===== src/rtl/dfsim_pkg.sv =====
package dfsim_pkg;
   typedef enum logic [1:0] {
      GK_AND  = 2'd0,
      GK_OR   = 2'd1,
      GK_NAND = 2'd2,
      GK_NOR  = 2'd3
   } gate_kind_e;

   // value that forces the gate output regardless of other inputs
   function automatic logic ctrl_value(gate_kind_e k);
      return (k == GK_OR) || (k == GK_NOR);
   endfunction

   function automatic logic is_inverting(gate_kind_e k);
      return (k == GK_NAND) || (k == GK_NOR);
   endfunction
endpackage


===== src/rtl/dfsim_ctrl_classify.sv =====
module dfsim_ctrl_classify #(
   parameter int NUM_IN = 4
) (
   input  logic [1:0]        gate_kind,
   input  logic [NUM_IN-1:0] in_val,
   output logic [NUM_IN-1:0] ctrl_mask,
   output logic              any_ctrl,
   output logic              good_out
);
   import dfsim_pkg::*;

   gate_kind_e kind;
   logic       cval;
   logic       base_out;

   assign kind = gate_kind_e'(gate_kind);
   assign cval = ctrl_value(kind);

   for (genvar k = 0; k < NUM_IN; k++) begin : g_mask
      assign ctrl_mask[k] = (in_val[k] == cval);
   end

   assign any_ctrl = |ctrl_mask;
   assign base_out = any_ctrl ? cval : ~cval;
   assign good_out = base_out ^ is_inverting(kind);
endmodule


===== src/rtl/dfsim_list_combine.sv =====
module dfsim_list_combine #(
   parameter int NUM_IN     = 4,
   parameter int NUM_FAULTS = 32
) (
   input  logic [NUM_IN*NUM_FAULTS-1:0] in_list,
   input  logic [NUM_IN-1:0]            ctrl_mask,
   input  logic                         any_ctrl,
   output logic [NUM_FAULTS-1:0]        prop_list
);
   typedef logic [NUM_FAULTS-1:0] flist_t;

   flist_t isect_acc [NUM_IN+1];
   flist_t other_acc [NUM_IN+1];
   flist_t union_acc [NUM_IN+1];

   assign isect_acc[0] = '1;
   assign other_acc[0] = '0;
   assign union_acc[0] = '0;

   for (genvar k = 0; k < NUM_IN; k++) begin : g_acc
      flist_t lst;
      assign lst            = in_list[k*NUM_FAULTS +: NUM_FAULTS];
      assign isect_acc[k+1] = isect_acc[k] & (ctrl_mask[k] ? lst : '1);
      assign other_acc[k+1] = other_acc[k] | (ctrl_mask[k] ? '0 : lst);
      assign union_acc[k+1] = union_acc[k] | lst;
   end

   assign prop_list = any_ctrl ? (isect_acc[NUM_IN] & ~other_acc[NUM_IN])
                               : union_acc[NUM_IN];
endmodule


===== src/rtl/dfsim_local_fault.sv =====
module dfsim_local_fault #(
   parameter int NUM_FAULTS = 32,
   parameter int IDX_W      = 5
) (
   input  logic [NUM_FAULTS-1:0] prop_list,
   input  logic                  good_out,
   input  logic [IDX_W-1:0]      sa0_idx,
   input  logic [IDX_W-1:0]      sa1_idx,
   output logic [NUM_FAULTS-1:0] final_list
);
   logic [NUM_FAULTS-1:0] sa0_hot, sa1_hot, same_hot, opp_hot;

   for (genvar i = 0; i < NUM_FAULTS; i++) begin : g_dec
      assign sa0_hot[i] = (sa0_idx == IDX_W'(i));
      assign sa1_hot[i] = (sa1_idx == IDX_W'(i));
   end

   // output at 1: stuck-at-1 is invisible, stuck-at-0 flips it
   assign same_hot   = good_out ? sa1_hot : sa0_hot;
   assign opp_hot    = good_out ? sa0_hot : sa1_hot;
   assign final_list = (prop_list & ~same_hot) | opp_hot;
endmodule


===== src/rtl/dfsim_gate_eval.sv =====
module dfsim_gate_eval #(
   parameter int NUM_IN     = 4,
   parameter int NUM_FAULTS = 32,
   localparam int IDX_W     = (NUM_FAULTS > 1) ? $clog2(NUM_FAULTS) : 1
) (
   input  logic                         clk,
   input  logic                         rst_n,
   input  logic                         eval_valid,
   input  logic [1:0]                   gate_kind,
   input  logic [NUM_IN-1:0]            in_val,
   input  logic [NUM_IN*NUM_FAULTS-1:0] in_list,
   input  logic [IDX_W-1:0]             sa0_idx,
   input  logic [IDX_W-1:0]             sa1_idx,
   output logic                         out_val,
   output logic [NUM_FAULTS-1:0]        out_list,
   output logic                         out_valid,
   output logic                         out_changed
);
   if (NUM_IN < 1) begin : g_bad_in
      $error("NUM_IN must be at least 1");
   end
   if (NUM_FAULTS < 2) begin : g_bad_nf
      $error("NUM_FAULTS must be at least 2");
   end

   logic [NUM_IN-1:0]     ctrl_mask;
   logic                  any_ctrl;
   logic                  good_out;
   logic [NUM_FAULTS-1:0] prop_list;
   logic [NUM_FAULTS-1:0] final_list;

   dfsim_ctrl_classify #(.NUM_IN(NUM_IN)) u_cls (
      .gate_kind (gate_kind),
      .in_val    (in_val),
      .ctrl_mask (ctrl_mask),
      .any_ctrl  (any_ctrl),
      .good_out  (good_out)
   );

   dfsim_list_combine #(.NUM_IN(NUM_IN), .NUM_FAULTS(NUM_FAULTS)) u_comb (
      .in_list   (in_list),
      .ctrl_mask (ctrl_mask),
      .any_ctrl  (any_ctrl),
      .prop_list (prop_list)
   );

   dfsim_local_fault #(.NUM_FAULTS(NUM_FAULTS), .IDX_W(IDX_W)) u_loc (
      .prop_list  (prop_list),
      .good_out   (good_out),
      .sa0_idx    (sa0_idx),
      .sa1_idx    (sa1_idx),
      .final_list (final_list)
   );

   always_ff @(posedge clk) begin
      if (!rst_n) begin
         out_val     <= 1'b0;
         out_list    <= '0;
         out_valid   <= 1'b0;
         out_changed <= 1'b0;
      end else begin
         out_valid <= eval_valid;
         if (eval_valid) begin
            out_val     <= good_out;
            out_list    <= final_list;
            out_changed <= (final_list != out_list);
         end else begin
            out_changed <= 1'b0;
         end
      end
   end
endmodule


===== config.mk =====
export PLATFORM = sky130hd
export DESIGN_NAME = dfsim_gate_eval
export DESIGN_NICKNAME = d
export VERILOG_FILES = /design/src/rtl/dfsim_pkg.sv /design/src/rtl/dfsim_ctrl_classify.sv /design/src/rtl/dfsim_list_combine.sv /design/src/rtl/dfsim_local_fault.sv /design/src/rtl/dfsim_gate_eval.sv
export SDC_FILE = /design/constraint.sdc
export NUM_CORES = 1
export LEC_CHECK = 0
export CORE_MARGIN = 1
export CORE_UTILIZATION = 48
export DETAILED_ROUTE_END_ITERATION = 10
export PLACE_DENSITY = 0.83
export SLEW_MARGIN = 20
export SYNTH_ARGS = -nofsm -noshare
export SYNTH_HDL_FRONTEND = slang
export SYNTH_SLANG_ARGS = --single-unit

===== constraint.sdc =====
create_clock -name clk -period 3 [get_ports clk]
set_input_delay 0.45 -clock clk [delete_from_list [all_inputs] [get_ports clk]]
set_output_delay 0.45 -clock clk [all_outputs]
set_load 0.01 [all_outputs]

==> run metrics <==
largest area contributor in the netlist xnor2_1; PortBufs 181; EDFF count, synth 0; initial antenna violation count 0; average size of a mapped cell 7.19 um2; slowest stage delay, CP 530 ps; Fin. Hold Viols 0; via/cell ratio 5.94; RePlAce Congestion about 1; Worst slew margin 0.333; postcts setup bufs 0; drt first pass iters 5; fmax 342 MHz; status complete, no violations; Die Ht 111 um; Worst-Skew Late Latency 280 ps; largest net degree at the start of global routing 67; Slew Limit Fails 0; first-pass GRT wire length between 30000 and 40000 um; Final #Nets 1125; register area share after synthesis 0.123; cells after synthesis 789; Synth Warn # 0; vias in the first global route 6359; placed inst area between 7000 and 8000 um2; critical-path cell list clkdlybuf4s50_1, buf_4, o41ai_4, and3_4, nor2_8, nor3_1, a211oi_1, buf_4, xor2_1, nand4_1, nor3_1, a31oi_1; Slew @ Worst Pin around 1000 ps; WL final 18600 um; TritonCTS clock tree done; Core ar. 11500 um2; fin util 0.697; Final setup viols 0; # diodes 0; Clock Pin Slew Worst Setup and Hold Paths 60 ps; Chip Width 111 um; Synth cell types 62; CP max FO 19; Worst Path Buf+Inv 3; Final min period 2930 ps; Initial Util 0.495; ys async rst share 0; Root Buffer clkbuf_16; critical path endpoint category flip-flop; Global Route Usage Sum 0.298; Clock Skews between 3 and 4 ps; worst endpoint required time 3160 ps; Num CTS Buffers 5; peak supply drop between 0.2 and 0.3 mV; Lkg Pwr approximately 2.8 nW; gr ovfl total 0; layout cells sized above 1 0.0970; Worst path slowest cell clkdlybuf4s50_1; number of routed nets with antenna violations 0; die area 12300 um2; post-CTS sizing 0; area grow syn2layout 40.8%; Hold Crit Class flip-flop to flip-flop; routed len/inst 16.6 um; area of the mapped netlist ~5700 um2; dominant synthesized flop cell dfxtp_1; Synth top cells by count xnor2_1 (122), nand2_1 (96), a21oi_1 (51); Final Cell Area around 8000 um2; power per standard cell area 293 nW/um2; TritonCTS Sinks 35; top area cells in the synthesized netlist xnor2_1 (19%), dfxtp_1 (12%), nand2_1 (6.4%); CP delay by family, top simple AND/OR/NAND/NOR gates; vias around 6700; critical path class input pin to flip-flop; #FFs+latches synth 35; post-DP HPWL 14800 um; Post-Syn Nets 936; H-tree depth 2; arrival time at the worst endpoint 3090 ps; Yosys top cell area share 0.188; Critical Path Start Type input pin; DRT iter0 DRCs around 430; Tcrit/Tclk final 0.976; Post-route DRC 0; Max-Cap Viols 0; cts-stage hold buffer count 0; most common cell in the synthesized netlist xnor2_1; RSZ-0062 raised after global routing no; # rows 39; Max Root-Sink Buffers 2; IO Pins around 180
per-stage QoR:
| stage | total power [mW] | hold slack [ps] | setup WS (ps) | TNS, ps | instances |
|---|---|---|---|---|---|
| final | 2.34 | 485 | 71.9 | 0 | 1122 |
| after global routing | 2.46 | 506 | 2.30 | 0 | 1122 |
| after detailed placement | 1.71 | 474 | -149 | -149 | 1114 |
| after global placement | 1.69 | 464 | -44.3 | -44.3 | 1114 |
| after CTS | 2.33 | 486 | 133 | 0 | 1122 |
| after floorplan | 1.23 | 519 | 587 | 0 | 789 |
state kept, by name, summed over array words and instances (netlist names):
name         count
out_val          1
out_changed      1
out_valid        1
out_list        32
routing by layer:
layer / GRT usage / up-vias / share of wire
met1: 0.356 / 3088 / 0.41
met2: 0.536 / 252 / 0.49
met3: 0.0361 / 54 / 0.056
met4: 0.120 / 0 / 0.039
li1: - / 3267 / -
met5: 0 / - / 0
cells by family after synthesis:
logic type	synth area share
multiplexers	0.0450
buffers and inverters	0.0653
flip-flops	0.123
XOR/XNOR	0.247
AND/OR/NAND/NOR	0.296
AO/OA/AOI/OAI	0.223
cells in the final DEF (no fill, tap or decap), types with 6 or more instances in the layout:
master,count
a21oi_1,51
a2bb2oi_1,16
and2_1,18
buf_4,50
clkdlybuf4s50_1,176
dfxtp_1,35
inv_1,18
mux2i_1,24
nand2_1,96
nand2b_1,7
nand3_1,26
nand4_1,20
nor2_1,27
nor2b_1,12
nor3_1,23
nor4_1,40
o211ai_1,9
o21ai_0,41
o221ai_1,6
o22ai_1,21
o32ai_2,7
or4_1,20
xnor2_1,122
xor2_1,38
final cells by class:
| type | count | area (um2) |
|---|---|---|
| well taps | 143 | 179 |
| flip-flops and latches | 35 | 701 |
| inverters | 19 | 71.3 |
| clock inverters | 2 | 35.0 |
| repair buffers | 235 | 2240 |
| multi-input cells | 682 | 4620 |
| fillers | 933 | 3480 |
| clock buffers | 6 | 139 |
power breakdown:
group / total (mW) / internal, mW / switching (mW)
Sequential: 0.524 / 0.498 / 0.0261
Combinational: 1.20 / 0.615 / 0.587
Clock: 0.613 / 0.413 / 0.200
Total: 2.34 / 1.53 / 0.813
final timing paths:
path	slack (ps)	endpoint	depth (start not counted)	from
setup / recovery	70	out_changed$_SDFF_PN0_	12	gate_kind[0]
setup reg to reg	1720	out_changed$_SDFF_PN0_	4	out_list[6]$_SDFFE_PN0P_
hold reg to reg	490	out_val$_SDFFE_PN0P_	1	out_val$_SDFFE_PN0P_
hold / removal	490	out_val$_SDFFE_PN0P_	1	out_val$_SDFFE_PN0P_
No activity file was read; power rests on OpenSTA's default activity.
